--- src/rtl/i2c_tgt_pkg.sv ---
package i2c_tgt_pkg;
  localparam int BYTE_W    = 8;
  localparam int BIT_CNT_W = $clog2(BYTE_W);

  typedef enum logic [2:0] {
    ST_IDLE,
    ST_ADDR,
    ST_PTR,
    ST_WDATA,
    ST_ACK,
    ST_RDATA,
    ST_RACK
  } tgt_state_e;
endpackage

--- src/rtl/i2c_bus_monitor.sv ---
module i2c_bus_monitor (
  input  logic clk,
  input  logic rst_n,
  input  logic scl_i,
  input  logic sda_i,
  output logic scl_rise,
  output logic scl_fall,
  output logic bus_start,
  output logic bus_stop
);
  logic scl_q, sda_q;

  always_ff @(posedge clk) begin
    if (!rst_n) begin
      scl_q <= 1'b1;
      sda_q <= 1'b1;
    end else begin
      scl_q <= scl_i;
      sda_q <= sda_i;
    end
  end

  assign scl_rise  = scl_i & ~scl_q;
  assign scl_fall  = ~scl_i & scl_q;
  assign bus_start = scl_i & scl_q & sda_q & ~sda_i;
  assign bus_stop  = scl_i & scl_q & ~sda_q & sda_i;
endmodule

--- src/rtl/i2c_ptr_reg.sv ---
module i2c_ptr_reg #(
  parameter int PTR_W = 8
) (
  input  logic             clk,
  input  logic             rst_n,
  input  logic             load,
  input  logic [PTR_W-1:0] load_val,
  input  logic             inc,
  output logic [PTR_W-1:0] ptr
);
  always_ff @(posedge clk) begin
    if (!rst_n)    ptr <= '0;
    else if (load) ptr <= load_val;
    else if (inc)  ptr <= ptr + PTR_W'(1);
  end
endmodule

--- src/rtl/i2c_reg_target.sv ---
module i2c_reg_target
  import i2c_tgt_pkg::*;
#(
  parameter logic [5:0] DEV_ADDR_HI = 6'h16,
  parameter int         PTR_W       = 8
) (
  input  logic              clk,
  input  logic              rst_n,
  input  logic              scl_i,
  input  logic              sda_i,
  output logic              sda_oe,
  input  logic              addr_sel,
  output logic [PTR_W-1:0]  reg_addr,
  output logic [BYTE_W-1:0] reg_wdata,
  output logic              reg_we,
  input  logic [BYTE_W-1:0] reg_rdata,
  input  logic              reg_supported
);
  localparam int LAST_BIT = BYTE_W - 1;

  logic scl_rise, scl_fall, bus_start, bus_stop;

  tgt_state_e             state, ack_next;
  logic [BIT_CNT_W-1:0]   bit_cnt;
  logic [BYTE_W-1:0]      shreg, rx_byte, wdata_q;
  logic                   in_ack, ack_bit, inc_after_ack;
  logic                   a0, sda_oe_q, we_q;
  logic                   last_bit, ptr_load, ptr_inc;
  logic [PTR_W-1:0]       ptr;

  i2c_bus_monitor u_mon (
    .clk       (clk),
    .rst_n     (rst_n),
    .scl_i     (scl_i),
    .sda_i     (sda_i),
    .scl_rise  (scl_rise),
    .scl_fall  (scl_fall),
    .bus_start (bus_start),
    .bus_stop  (bus_stop)
  );

  assign rx_byte  = {shreg[BYTE_W-2:0], sda_i};
  assign last_bit = (bit_cnt == BIT_CNT_W'(LAST_BIT));

  // pointer byte loads, finished data bytes step the pointer
  assign ptr_load = (state == ST_PTR) && scl_rise && last_bit;
  assign ptr_inc  = ((state == ST_ACK) && scl_fall && in_ack && inc_after_ack) ||
                    ((state == ST_RDATA) && scl_fall && last_bit);

  i2c_ptr_reg #(.PTR_W(PTR_W)) u_ptr (
    .clk      (clk),
    .rst_n    (rst_n),
    .load     (ptr_load),
    .load_val (rx_byte[PTR_W-1:0]),
    .inc      (ptr_inc),
    .ptr      (ptr)
  );

  always_ff @(posedge clk) begin
    if (!rst_n) begin
      state         <= ST_IDLE;
      ack_next      <= ST_IDLE;
      bit_cnt       <= '0;
      shreg         <= '0;
      wdata_q       <= '0;
      in_ack        <= 1'b0;
      ack_bit       <= 1'b0;
      inc_after_ack <= 1'b0;
      a0            <= addr_sel;
      sda_oe_q      <= 1'b0;
      we_q          <= 1'b0;
    end else begin
      we_q <= 1'b0;
      if (bus_stop) begin
        state    <= ST_IDLE;
        sda_oe_q <= 1'b0;
        in_ack   <= 1'b0;
      end else if (bus_start) begin
        state    <= ST_ADDR;
        bit_cnt  <= '0;
        sda_oe_q <= 1'b0;
        in_ack   <= 1'b0;
      end else begin
        case (state)
          ST_ADDR, ST_PTR, ST_WDATA: begin
            if (scl_rise) begin
              shreg   <= rx_byte;
              bit_cnt <= bit_cnt + BIT_CNT_W'(1);
              if (last_bit) begin
                ack_bit       <= 1'b1;
                inc_after_ack <= 1'b0;
                ack_next      <= ST_WDATA;
                state         <= ST_ACK;
                if (state == ST_ADDR) begin
                  if (rx_byte == '0) begin
                    a0    <= addr_sel;
                    state <= ST_IDLE;
                  end else if (rx_byte[BYTE_W-1:1] == {DEV_ADDR_HI, a0}) begin
                    ack_next <= rx_byte[0] ? ST_RDATA : ST_PTR;
                  end else begin
                    state <= ST_IDLE;
                  end
                end else if (state == ST_WDATA) begin
                  ack_bit       <= reg_supported;
                  we_q          <= reg_supported;
                  wdata_q       <= rx_byte;
                  inc_after_ack <= 1'b1;
                end
              end
            end
          end
          ST_ACK: begin
            if (scl_fall) begin
              if (!in_ack) begin
                sda_oe_q <= ack_bit;
                in_ack   <= 1'b1;
              end else begin
                in_ack  <= 1'b0;
                bit_cnt <= '0;
                if (ack_next == ST_RDATA) begin
                  shreg    <= {reg_rdata[BYTE_W-2:0], 1'b0};
                  sda_oe_q <= ~reg_rdata[BYTE_W-1];
                end else begin
                  sda_oe_q <= 1'b0;
                end
                state <= ack_next;
              end
            end
          end
          ST_RDATA: begin
            if (scl_fall) begin
              if (last_bit) begin
                sda_oe_q <= 1'b0;
                in_ack   <= 1'b0;
                state    <= ST_RACK;
              end else begin
                sda_oe_q <= ~shreg[BYTE_W-1];
                shreg    <= {shreg[BYTE_W-2:0], 1'b0};
                bit_cnt  <= bit_cnt + BIT_CNT_W'(1);
              end
            end
          end
          ST_RACK: begin
            if (scl_rise) begin
              if (sda_i) state  <= ST_IDLE;
              else       in_ack <= 1'b1;
            end else if (scl_fall && in_ack) begin
              in_ack   <= 1'b0;
              bit_cnt  <= '0;
              shreg    <= {reg_rdata[BYTE_W-2:0], 1'b0};
              sda_oe_q <= ~reg_rdata[BYTE_W-1];
              state    <= ST_RDATA;
            end
          end
          default: state <= ST_IDLE;
        endcase
      end
    end
  end

  assign sda_oe    = sda_oe_q;
  assign reg_we    = we_q;
  assign reg_wdata = wdata_q;
  assign reg_addr  = ptr;
endmodule

--- config.mk ---
export PLATFORM = sky130hd
export DESIGN_NAME = i2c_reg_target
export DESIGN_NICKNAME = d
export VERILOG_FILES = /design/src/rtl/i2c_tgt_pkg.sv /design/src/rtl/i2c_bus_monitor.sv /design/src/rtl/i2c_ptr_reg.sv /design/src/rtl/i2c_reg_target.sv
export SDC_FILE = /design/constraint.sdc
export NUM_CORES = 1
export LEC_CHECK = 0
export BUFFER_PORTS_ARGS = -buffer_cell sky130_fd_sc_hd__clkbuf_2
export CAP_MARGIN = 15
export CORE_ASPECT_RATIO = 2
export CORE_MARGIN = 1.5
export CORE_UTILIZATION = 41
export DETAILED_ROUTE_END_ITERATION = 10
export GPL_TIMING_DRIVEN = 0
export SYNTH_ARGS = -nofsm -noshare
export SYNTH_HDL_FRONTEND = slang
export SYNTH_SLANG_ARGS = --single-unit
--- constraint.sdc ---
create_clock -name clk -period 3.17 [get_ports clk]
set_input_delay 0.317 -clock clk [delete_from_list [all_inputs] [get_ports clk]]
set_output_delay 0.317 -clock clk [all_outputs]
set_load 0.02 [all_outputs]
# Word-level counts from Yosys, hierarchy flattened
# Index checks and enable logic that the tools add are counted.
dict set report word_totals {
  out_inout_bits 18
  in_bits 14
  ff_bits 41
  elab_cells 171
}
dict set report classes {
  n_bitwise 21
  n_addsub 2
  n_eq_ne 40
  n_mux 66
  reduce_logical 27
}
# cell n
set op_table {}
lappend op_table {{$mux W8} 10}
lappend op_table {{$mux W3} 24}
lappend op_table {{$ne A3 B3 Y1 const B} 12}
lappend op_table {{$pmux W8 S4} 1}
lappend op_table {{$mux W1} 27}
lappend op_table {{$pmux W3 S4} 2}
lappend op_table {{$ne A2 B2 Y1 const B} 11}
lappend op_table {{$reduce_and A8 Y1} 2}
lappend op_table {{$eq A3 B3 Y1 const B} 5}
lappend op_table {{$not A1 Y1} 14}
lappend op_table {{$reduce_and A7 Y1} 2}
lappend op_table {{$ne A2 B1 Y1 const B} 6}
lappend op_table {{$reduce_and A11 Y1} 1}
lappend op_table {{$reduce_and A5 Y1} 2}
lappend op_table {{$reduce_and A9 Y1} 1}
lappend op_table {{$add A8 B1 Y8 const B} 1}
lappend op_table {{$logic_and A1 B1 Y1} 8}
lappend op_table {{$logic_not A8 Y1} 1}
lappend op_table {{$ne A4 B4 Y1 const B} 2}
lappend op_table {{$reduce_or A8 Y1} 1}
lappend op_table {{$and A1 B1 Y1} 7}
lappend op_table {{$eq A7 B6 Y1} 1}
lappend op_table {{$eq A3 B2 Y1 const B} 2}
lappend op_table {{$pmux W1 S3} 2}
lappend op_table {{10 further kinds} 11}

# Depth between registers and ports, before layout
# Gate-level depths: netlist (run 1).
dict set report logic_depth {
  word_depth 9
  ltp_mapped 8
  ltp_nobuf 7
}

# Hierarchy
# From an unflattened synthesis (run 1), not the netlist that was laid out.
dict set report unflattened {
  cells_unflattened 264
  hier_area_um2 2280.9
}
# module seq_area_each_um2 area_each_um2 cells_per_inst n_inst
set modules_own_cells {}
lappend modules_own_cells {i2c_reg_target 630.6 1734.2 201 1}
lappend modules_own_cells {i2c_ptr_reg 160.2 461.7 55 1}
lappend modules_own_cells {i2c_bus_monitor 40.0 85.1 8 1}

# Worst setup path after synthesis (run 1)
# No wires, ideal clock.
dict set report synth_path {
  path_type {register to register}
  from {register bit_cnt[0]}
  to {register shreg[6]}
  required_ns 3.054
  n_path_buf 1
  slack_ns 1.154
  stages_incl_launch_ff 9
  synth_period_minus_slack_ns 2.016
  arrival_ns 1.899
  setup_ns 0.116
  path_cell_list {dfxtp_1 -> ha_1 -> ha_1 -> o211ai_1 -> o221ai_1 -> nor4_2 -> buf_2 -> nand2_1 -> o211a_1}
}
dict set report synth_between {
  elab_chain_len 3
}
# element line_no
set synth_lines {}
lappend synth_lines {{start: declaration} i2c_reg_target.sv:24} ;# logic [BIT_CNT_W-1:0] bit_cnt;
lappend synth_lines {{start signal: assignment} i2c_reg_target.sv:88} ;# bit_cnt <= bit_cnt + BIT_CNT_W'(1);
lappend synth_lines {{start signal: assignment} i2c_reg_target.sv:139} ;# bit_cnt <= bit_cnt + BIT_CNT_W'(1);
lappend synth_lines {{$eq A3 B3 Y1} i2c_reg_target.sv:43} ;# assign last_bit = (bit_cnt == BIT_CNT_W'(LAST_BIT));
lappend synth_lines {{$ne A2 B2 Y1 (no line)} -}
lappend synth_lines {{$reduce_and A11 Y1 (no line)} -}
lappend synth_lines {{end signal: assignment} i2c_reg_target.sv:87} ;# shreg <= rx_byte;
lappend synth_lines {{end signal: assignment} i2c_reg_target.sv:121} ;# shreg <= {reg_rdata[BYTE_W-2:0], 1'b0};
lappend synth_lines {{end signal: assignment} i2c_reg_target.sv:138} ;# shreg <= {shreg[BYTE_W-2:0], 1'b0};
lappend synth_lines {{end: declaration} i2c_reg_target.sv:25} ;# logic [BYTE_W-1:0] shreg, rx_byte, wdata_q;
# Every way passes these cells.
# A chain may end at the register's enable or synchronous reset.

# Worst setup path after layout (run 1)
# Same ends and word-level chain as after synthesis.

==> results of run 1 <==
-- layout by cell type (no fill, tap or decap), types with 2 or more instances in the layout --
cell type  netlist  routed
nor2_1          15      15
nand3_1          4       4
a21oi_1         18      18
mux2i_1         19      19
and3_1           3       3
nor4_1           3       3
ha_1             3       3
xor2_1           5       5
nand4b_1         2       2
a211oi_1         3       3
inv_1            4       4
nor2b_1         14      14
dfxtp_1         40      40
and2_1           2       2
o211a_1          9       9
a31oi_1          3       3
nor3_1           7       7
nand4_1          4       4
buf_2            3       3
clkbuf_8         0       6
clkbuf_2         1      31
or2_2            4       4
and3b_1          2       2
nand2b_1         5       5
nand3b_1         4       4
xnor2_1          4       4
o21ai_0         18      18
nand2_1         20      20
clkbuf_1        12      13
-- cell usage after synthesis, types with 2 or more instances --
| library cell | instances | area (um^2) |
|---|---|---|
| inv_1 | 4 | 15.0 |
| nand2_1 | 20 | 75.1 |
| dfxtp_1 | 40 | 801 |
| a21oi_1 | 18 | 90.1 |
| a31oi_1 | 3 | 18.8 |
| nor2_1 | 15 | 56.3 |
| nor2b_1 | 14 | 87.6 |
| xnor2_1 | 4 | 35.0 |
| a211oi_1 | 3 | 22.5 |
| nor4_1 | 3 | 18.8 |
| mux2i_1 | 19 | 190 |
| nand4b_1 | 2 | 17.5 |
| nand3_1 | 4 | 20.0 |
| and3b_1 | 2 | 17.5 |
| nand2b_1 | 5 | 31.3 |
| or2_2 | 4 | 25.0 |
| buf_2 | 3 | 15.0 |
| o211a_1 | 9 | 90.1 |
| nand3b_1 | 4 | 30.0 |
| xor2_1 | 5 | 43.8 |
| o21ai_0 | 18 | 90.1 |
| and3_1 | 3 | 18.8 |
| nor3_1 | 7 | 35.0 |
| nand4_1 | 4 | 25.0 |
| clkbuf_1 | 12 | 45.0 |
| and2_1 | 2 | 12.5 |
| ha_1 | 3 | 37.5 |
-- power groups by stage --
stage / Clock (mW) / Combinational (mW) / Sequential [mW]
after floorplan: 0 / 0.0887 / 0.557
after global placement: 0 / 0.122 / 0.565
after detailed placement: 0 / 0.123 / 0.566
after CTS: 0.451 / 0.124 / 0.553
after global routing: 0.467 / 0.138 / 0.556
final: 0.442 / 0.124 / 0.553
-- worst max-delay path: stages, from the launching register on --
cell and delay [ns]:
dfxtp_1 0.33, ha_1 0.19, ha_1 0.29, o211ai_1 0.20
o221ai_1 0.20, nor4_2 0.66, buf_2 0.34, nand2_1 0.07
o211a_1 0.12
-- kinds of logic (layout without fill, tap and decap cells) --
kind of cell    Yosys count  after routing  synth area share (%)
compound gates           60             60                  17.8
xor+xnor                  9              9                  3.64
fa+ha+maj                 3              3                  1.73
buf+inv                  21             59                  4.04
flops                    41             41                  38.4
mux                      19             19                  8.78
simple gates             98             98                  25.6
-- flip-flops by register name, summed over array words and instances, names as in the netlist --
register and count:
reg_we 1, reg_wdata 8, sda_oe 1, ack_next 3, u_mon.scl_q 1, shreg 8, inc_after_ack 1, a0 1
u_ptr.ptr 8, in_ack 1, u_mon.sda_q 1, state 3, bit_cnt 3, ack_bit 1
-- area by class of cell --
cell class	instances	area, um^2
fill	550	2590
inverter	4	15.0
buffer	17	72.6
tap	58	72.6
clock inverter	1	30.0
sequential	41	831
clock buffer	7	86.3
multi-input combinational	189	1250
timing repair buffer	30	150
-- stage by stage --
step	area [um^2]	total power, mW	instances
floorplan	2170	0.646	251
global placement	2390	0.688	339
detailed placement	2390	0.688	339
CTS	2500	1.13	347
global route	2500	1.16	347
finish	2500	1.12	347
-- how the worst max path moves through the flow --
stage | start | end | slack (ns)
after CTS | bit_cnt[0] | shreg[6] | 0.68
after floorplan | bit_cnt[0] | shreg[6] | 1.15
after global placement | bit_cnt[0] | shreg[6] | 0.68
final | bit_cnt[0] | shreg[6] | 0.65
after global routing | bit_cnt[0] | shreg[0] | 0.52
after detailed placement | bit_cnt[0] | shreg[6] | 0.70
-- layer usage --
metal  global-route usage (%)  up-vias
li1                         -      974
met3                     2.97       26
met2                     37.6       59
met1                     24.2      909
met5                        0        -
met4                     14.1        0
==> metrics.md, run 1 <==
| Metric | Value |
|---|---|
| Status | `completed` |
| Crit start category | `flop` |
| Mapped cell area | `around 2200 um^2` |
| RR Startpoint | `bit_cnt[0]` |
| P_int | `0.840 mW` |
| Seq/Total Area, Yosys | `38.4%` |
| Psw | `0.279 mW` |
| Port Buffers | `30` |
| Clock Path Buffers | `2` |
| Relative slew slack | `51.5%` |
| Area delta synth->final | `15.7%` |
| Post-DP HPWL | `4320 um` |
| Fin Hold WS | `a little over 0.2 ns` |
| Clock power share | `around two fifths` |
| Vias in the first global route | `about 2000` |
| Chip Width | `54.4 um` |
| Pin count of the biggest net entering global routing | `13` |
| Worst R2R End | `shreg[6]` |
| Arrival @ worst endpoint | `2.71 ns` |
| # DRC | `0` |
| Vias | `roughly 2000` |
| Cell variety after synth | `48` |
| Max layer used | `met4` |
| Max Fanout on Critical Path | `10` |
| Crit. End Element | `flop` |
| FFs w/ async S/R, synth | `0%` |
| Root Buffer | `clkbuf_8` |
| Met1 wire length | `2110 um` |
| Minimum clock period | `2.52 ns` |
| Total track usage | `22.2%` |
| Hold Buf Count CTS | `0` |
| Start point of the worst hold path | `addr_sel` |
| Final worst slack | `0.650 ns` |
| Seq pwr share | `49.4%` |
| Setup slack, reg-to-reg | `0.65 ns` |
| Final Hold Viols | `0` |
| First-pass GRT wire length | `a little over 9000 um` |
| Worst-Margin Slew | `about 0.72 ns` |
| First DRT Iteration DRCs | `48` |
| DR pass1 iterations | `4` |
| Worst hold-check path type | `in -> reg` |
| Ys Warns | `0` |
| Routed wl met2 | `between 3000 and 4000 um` |
| Clk_skew | `approximately 0.0056 ns` |
| Synth Net Count | `268` |
| Die area | `5750 um^2` |
| PwrDens | `447 nW/um^2` |
| IO Count | `32` |
| Drt wl/cell | `16.3 um` |
| CTS Sinks | `41` |
| H-tree depth | `2` |
| Fin util | `49.2%` |
| Core Box Area | `about 5100 um^2` |
| Critical path required time | `3.36 ns` |
| Post-CTS setup buffers | `0` |
| Worst slack at placement | `0.699 ns` |
| Vias per cell | `5.67` |
| DR WL met3 | `175 um` |
| Initial Util | `between 40% and 50%` |
| Worst-path clk slew | `0.08 ns` |
| Final Net Count | `305` |
| Tcrit/Tclk final | `79.5%` |
| Max-cap violations | `0` |
| Antenna violations before repair | `0` |
| Share of layout cells above drive strength 1 | `between 10% and 20%` |
| Post-synth EDFFs | `1` |
| Sw frac | `24.9%` |
| Worst-Skew Late Latency | `about 0.29 ns` |
| Cts bufs inserted | `5` |
| Leakage power | `between 1 and 1.5 nW` |
| Hold Path End | `a0` |
| Syn Area/Cell | `8.63 um^2` |
| Main synth FF type | `dfxtp_1` |
| PostCTS Resize Cnt | `0` |
| Routed Antenna Nets | `0` |
| Reg2Reg Depth | `8` |
| Gr ovfl total | `0` |
| Pins Over Slew Limit | `0` |
| Total wire length | `~5700 um` |
| FP Rows | `37` |
| Gpl congestion | `0.889` |
| Hold Crit Depth | `1` |
| Maximum vdd drop | `0.435 mV` |
| TNS Setup | `0 ns` |
| Gate Count Post-Synth | `251` |
| Final setup vio count | `0` |
| Fmax | `397 MHz` |
| RSZ-0062 raised after global routing | `no` |
| Die H | `106 um` |
| Logic pwr share | `approximately 11%` |
| Antenna Cells | `0` |
| Critical setup path kind | `reg -> reg` |
| CTS tree | `yes` |
| #FFs+latches synth | `41` |
Note: power is estimated with default switching activity, not from simulation.
==> inputs of run 2 (changes only) <==
clock period = 2.2 ns   (was 3.17 ns; I/O delays follow)
==> metrics.md, run 2 (synthesis gave the netlist of run 1 again) <==
| Metric | Value |
|---|---|
| Fin cells | `349 (was 347)` |
| RSZ-0062 raised after global routing | `no (unchanged)` |
| Chip Width | `54.4 um (unchanged)` |
| Arrival @ worst endpoint | `2.32 ns (was 2.71 ns)` |
| Minimum clock period | `2.09 ns (was 2.52 ns)` |
| Worst hold-check path type | `in -> reg (unchanged)` |
| Fin util | `50.5% (was 49.2%)` |
| Tcrit/Tclk final | `95.2% (was 79.5%)` |
| Dpl cells | `339 (unchanged)` |
| Worst path cell trace | `ha_1 > ha_4 > nor3_1 > or4_4 > or4_1 > a21oi_1 (was ha_1 > ha_1 > o211ai_1 > o221ai_1 > nor4_2 > buf_2 > nand2_1 > o211a_1)` |
| FILL cells | `543 (was 550)` |
| CP startpoint | `bit_cnt[0] (unchanged)` |
| Fin Hold WS | `0.106 ns (was 0.202 ns)` |
| Critical path required time | `2.42 ns (was 3.36 ns)` |
| H-tree depth | `2 (unchanged)` |
| Initial Util | `42.5% (unchanged)` |
| Die H | `106 um (unchanged)` |
| Port Buffers | `30 (unchanged)` |
| Cts bufs inserted | `5 (unchanged)` |
| Final instance area | `2570 um^2 (was 2500 um^2)` |
| Gpl congestion | `0.889 (unchanged)` |
| Maximum vdd drop | `0.630 mV (was 0.435 mV)` |
| Start point of the worst hold path | `addr_sel (unchanged)` |
| Die area | `5750 um^2 (unchanged)` |
| Total power | `1.62 mW (was 1.12 mW)` |
| Most frequent cells in the layout | `dfxtp_1, clkbuf_2, nand2_1, mux2i_1, o21ai_0 (was dfxtp_1, clkbuf_2, nand2_1, mux2i_1)` |
| Core Box Area | `5090 um^2 (unchanged)` |
| Total wire length | `5690 um (was 5670 um)` |
| Vias | `1981 (was 1968)` |
| Leakage power | `1.07 nW (was 1.04 nW)` |
| Vias per cell | `5.68 (was 5.67)` |
| CTS Sinks | `41 (unchanged)` |
| # DRC | `0 (unchanged)` |
| Max Fanout on Critical Path | `6 (was 10)` |
| RR Startpoint | `bit_cnt[0] (unchanged)` |
| DR pass1 iterations | `4 (unchanged)` |
| Most common cell after layout, fill and taps aside | `dfxtp_1 (unchanged)` |
| Final setup vio count | `0 (unchanged)` |
| Worst path max stage delay | `0.57 ns (was 0.66 ns)` |
| Antenna Cells | `0 (unchanged)` |
| Root Buffer | `clkbuf_8 (unchanged)` |
| Critical-path cell with the highest stage delay | `or4_4 (was nor4_2)` |
| First DRT Iteration DRCs | `69 (was 48)` |
| First-pass GRT wire length | `9370 um (was 9340 um)` |
| Share of layout cells above drive strength 1 | `20.6% (was 17.0%)` |
| Final Hold Viols | `0 (unchanged)` |
| Fmax | `478 MHz (was 397 MHz)` |
| Clock Path Buffers | `2 (unchanged)` |
| Pin count of the biggest net entering global routing | `13 (unchanged)` |
| Post-DP HPWL | `4320 um (unchanged)` |
| Routed Antenna Nets | `0 (unchanged)` |
| Critical setup path kind | `reg -> reg (unchanged)` |
| Antenna violations before repair | `0 (unchanged)` |
| Pins Over Slew Limit | `0 (unchanged)` |
| Drt wl/cell | `16.3 um (about the same)` |
| Area after DPL | `2390 um^2 (unchanged)` |
| Total track usage | `22.3% (was 22.2%)` |
| Status | `completed (unchanged)` |
| Relative slew slack | `60.2% (was 51.5%)` |
| PwrDens | `631 nW/um^2 (was 447 nW/um^2)` |
| Max-cap violations | `0 (unchanged)` |
| Final Net Count | `307 (was 305)` |
| Area delta synth->final | `18.7% (was 15.7%)` |
| Worst-Skew Late Latency | `0.29 ns (about the same)` |
| FP Rows | `37 (unchanged)` |
| Clk_skew | `0.00404 ns (was 0.00558 ns)` |
| Crit start category | `flop (unchanged)` |
| IO Count | `32 (unchanged)` |
| CTS tree | `yes (unchanged)` |
| Gr ovfl total | `0 (unchanged)` |
| Worst-path clk slew | `0.08 ns (about the same)` |
| Worst-Margin Slew | `0.593 ns (was 0.721 ns)` |
| Crit. End Element | `flop (unchanged)` |
| Vias in the first global route | `1952 (was 1947)` |
-- run 2: cell types whose count changed in the layout (fill, tap and decap cells not counted), sizes merged --
cell | previous run | this run
buf | 4 | 6
-- run 2: routing by layer --
layer / up-vias / wire length [um] / track usage, %
li1: 977 / - / -
met1: 937 / 2150 / 24.4
met2: 48 / 3100 / 37.6
met3: 19 / 150 / 2.97
met4: 0 / 292 / 14.1
met5: - / 0 / 0
-- run 2: final timing paths --
| path | slack (ns) | endpoint | cells past startpoint |
|---|---|---|---|
| hold reg to reg | 0.49 | ack_next[2] | 2 |
| setup reg to reg | 0.11 | state[1] | 6 |
| hold / removal | 0.11 | a0 | 1 |
| setup / recovery | 0.11 | state[1] | 6 |
-- run 2: area by class of cell --
cell class | instances | area [um^2] | area share, %
Multi-Input combinational cell | 189 | 1290 | 50.2
Tap cell | 58 | 72.6 | 2.82
Buffer | 17 | 78.8 | 3.07
Clock buffer | 7 | 86.3 | 3.36
Sequential cell | 41 | 831 | 32.3
Inverter | 4 | 15.0 | 0.584
Clock inverter | 1 | 30.0 | 1.17
Timing Repair Buffer | 32 | 165 | 6.43
-- run 2: worst max-delay path: cells and delay by family, from the launching register on --
family | cells | cell delay (ns)
AOI/OAI and AO/OA | 1 | 0.14
adders and majority gates | 2 | 0.39
DFF | 1 | 0.36
and+or+nand+nor | 3 | 1.15
-- run 2: repair_timing --
action	in CTS	in global routing
setup buffers	0	2
hold buffers	0	0
pin swaps	1	1
resized for setup	3	12
endpoints found under the setup margin	10	21
-- run 2: stage by stage --
stage          setup WS (ns)  setup TNS (ns)
3_3_place_gp          -0.287           -1.75
5_1_grt              0.00390               0
4_1_cts               0.0116               0
6_report               0.107               0
2_1_floorplan          0.184               0
3_5_place_dp          -0.271           -1.63
-- run 2: power by group --
| part | switching, mW | internal [mW] |
|---|---|---|
| Sequential | 0.0304 | 0.767 |
| Clock | 0.266 | 0.370 |
| Combinational | 0.109 | 0.0789 |
==> inputs of run 3 (changes only) <==
CORE_UTILIZATION = 45   (was 41)
PLACE_DENSITY = 0.68   (was default)
==> metrics.md, run 3 (synthesis gave the netlist of run 1 again) <==
| Metric | Value |
|---|---|
| Die area | `5260 um^2 (was 5750 um^2)` |
| Worst-Skew Late Latency | `0.30 ns (was 0.29 ns)` |
| Arrival @ worst endpoint | `2.28 ns (was 2.32 ns)` |
| Core Box Area | `4600 um^2 (was 5090 um^2)` |
| Vias | `1968 (was 1981)` |
| Share of layout cells above drive strength 1 | `20.3% (was 20.6%)` |
| Antenna violations before repair | `0 (unchanged)` |
| PwrDens | `636 nW/um^2 (was 631 nW/um^2)` |
| Multi-input logic area | `1290 um^2 (about the same)` |
| Port Buffers | `30 (unchanged)` |
| Final worst slack | `0.122 ns (was 0.107 ns)` |
| Vias per cell | `5.69 (was 5.68)` |
| Worst-path clk slew | `0.08 ns (about the same)` |
| CP delay by family, top | `simple AND/OR/NAND/NOR gates (unchanged)` |
| FILL cells | `468 (was 543)` |
| Antenna Cells | `0 (unchanged)` |
| Buf/Inv on CP | `1 (was 0)` |
| Critical setup path kind | `reg -> reg (unchanged)` |
| Seq. cell area | `832 um^2 (was 831 um^2)` |
| Status | `completed (unchanged)` |
| IO Count | `32 (unchanged)` |
| Most frequent cells in the layout | `dfxtp_1, clkbuf_2, nand2_1, mux2i_1, o21ai_0 (unchanged)` |
| Worst slack at placement | `-0.264 ns (was -0.271 ns)` |
| Worst hold-check path type | `in -> reg (unchanged)` |
| Worst path cell trace | `clkbuf_1 > or2_2 > o221ai_1 > nor3_1 > mux2i_1 > nor2_1 (was ha_1 > ha_4 > nor3_1 > or4_4 > or4_1 > a21oi_1)` |
| Leakage power | `1.05 nW (was 1.07 nW)` |
| Area delta synth->final | `18.3% (was 18.7%)` |
| Routed Antenna Nets | `0 (unchanged)` |
| Gr ovfl total | `0 (unchanged)` |
| Critical-path cell with the highest stage delay | `nor3_1 (was or4_4)` |
| Total power | `1.63 mW (was 1.62 mW)` |
| Die H | `101 um (was 106 um)` |
| Final instance area | `2560 um^2 (was 2570 um^2)` |
| Area after DPL | `2380 um^2 (was 2390 um^2)` |
| Clk_skew | `0.00691 ns (was 0.00404 ns)` |
| H-tree depth | `2 (unchanged)` |
| Max-cap violations | `0 (unchanged)` |
| Pins Over Slew Limit | `0 (unchanged)` |
| CTS tree | `yes (unchanged)` |
| Fmax | `481 MHz (was 478 MHz)` |
| Most common cell after layout, fill and taps aside | `dfxtp_1 (unchanged)` |
| Crit. End Element | `flop (unchanged)` |
| Drt wl/cell | `15.9 um (was 16.3 um)` |
| Final setup vio count | `0 (unchanged)` |
| Root Buffer | `clkbuf_8 (unchanged)` |
| Fin cells | `346 (was 349)` |
| Initial Util | `47.1% (was 42.5%)` |
| First DRT Iteration DRCs | `63 (was 69)` |
| Dpl cells | `336 (was 339)` |
| Minimum clock period | `2.08 ns (was 2.09 ns)` |
| Final Hold Viols | `0 (unchanged)` |
| Critical path required time | `2.40 ns (was 2.42 ns)` |
| Crit start category | `flop (unchanged)` |
| # DRC | `0 (unchanged)` |
| Clock Path Buffers | `2 (unchanged)` |
| Vias in the first global route | `1948 (was 1952)` |
| Worst-Margin Slew | `0.632 ns (was 0.593 ns)` |
| Relative slew slack | `57.6% (was 60.2%)` |
| Tcrit/Tclk final | `94.5% (was 95.2%)` |
| Final Net Count | `307 (unchanged)` |
| Pin count of the biggest net entering global routing | `13 (unchanged)` |
| DR pass1 iterations | `4 (unchanged)` |
| Worst path max stage delay | `0.55 ns (was 0.57 ns)` |
| TNS Setup | `0 ns (unchanged)` |
| Maximum vdd drop | `0.630 mV (about the same)` |
| RSZ-0062 raised after global routing | `no (unchanged)` |
| CTS Sinks | `41 (unchanged)` |
| Chip Width | `52.1 um (was 54.4 um)` |
| Cts bufs inserted | `5 (unchanged)` |
| Total track usage | `23.2% (was 22.3%)` |
| Gpl congestion | `0.914 (was 0.889)` |
| Post-DP HPWL | `4130 um (was 4320 um)` |
| Total wire length | `5510 um (was 5690 um)` |
| First-pass GRT wire length | `9050 um (was 9370 um)` |
| Max Fanout on Critical Path | `10 (was 6)` |
| FP Rows | `35 (was 37)` |
## run 3: cell count changes in the layout (fill, tap and decap cells not counted), sizes merged
| cell | previous run | this run |
|---|---|---|
| clkbuf | 50 | 51 |
| buf | 6 | 5 |
## run 3: through the flow
stage / hold WS (ns) / utilization [%]
floorplan: 0.319 / -
global placement: 0.400 / 51.9
detailed placement: 0.399 / 51.9
CTS: 0.0939 / 54.6
global route: 0.0853 / 55.7
finish: 0.0924 / 55.7
## run 3: path summary, 6_finish.rpt
check,cells past startpoint,end,slack [ns],startpoint
worst max-delay path,6,bit_cnt[0],0.12,state[1]
worst min-delay path,1,a0,0.09,addr_sel
worst max register to register,6,bit_cnt[0],0.12,state[1]
worst min register to register,2,ack_next[2],0.48,ack_next[2]
## run 3: layout make-up
cell class / count / area share [%]
plain buffers: 17 / 3.03
well taps: 55 / 2.69
inverters: 4 / 0.586
multi-input cells: 189 / 50.2
flip-flops and latches: 41 / 32.5
clock inverters: 1 / 1.17
repair buffers: 32 / 6.45
clock buffers: 7 / 3.37
## run 3: repair_timing
action                     in CTS  in global routing
hold buffers                    0                  0
gates resized for setup         2                 11
pin swaps                       1                  1
setup buffers                   0                  2
setup endpoints to repair       9                 28
## run 3: report_power, final
part           internal, mW  total (mW)  leakage [nW]  switching (mW)
Clock                 0.370       0.643        0.0585           0.273
Sequential            0.768       0.797         0.334          0.0293
Combinational        0.0798       0.188         0.662           0.108
Total                  1.22        1.63          1.05           0.410
## run 3: routing by layer
metal | share of wire, % | GRT usage (%) | vias to the layer above
li1 | - | - | 980
met4 | 4.5 | 17.4 | 0
met3 | 2.9 | 2.97 | 19
met1 | 37 | 23.2 | 910
met2 | 56 | 41.4 | 59
met5 | 0 | 0 | -
## run 3: worst register-to-register path, stage by stage (launching register included)
cell      delay, ns
dfxtp_1        0.36
clkbuf_1       0.33
or2_2          0.22
o221ai_1       0.22
nor3_1         0.55
mux2i_1        0.25
nor2_1         0.05
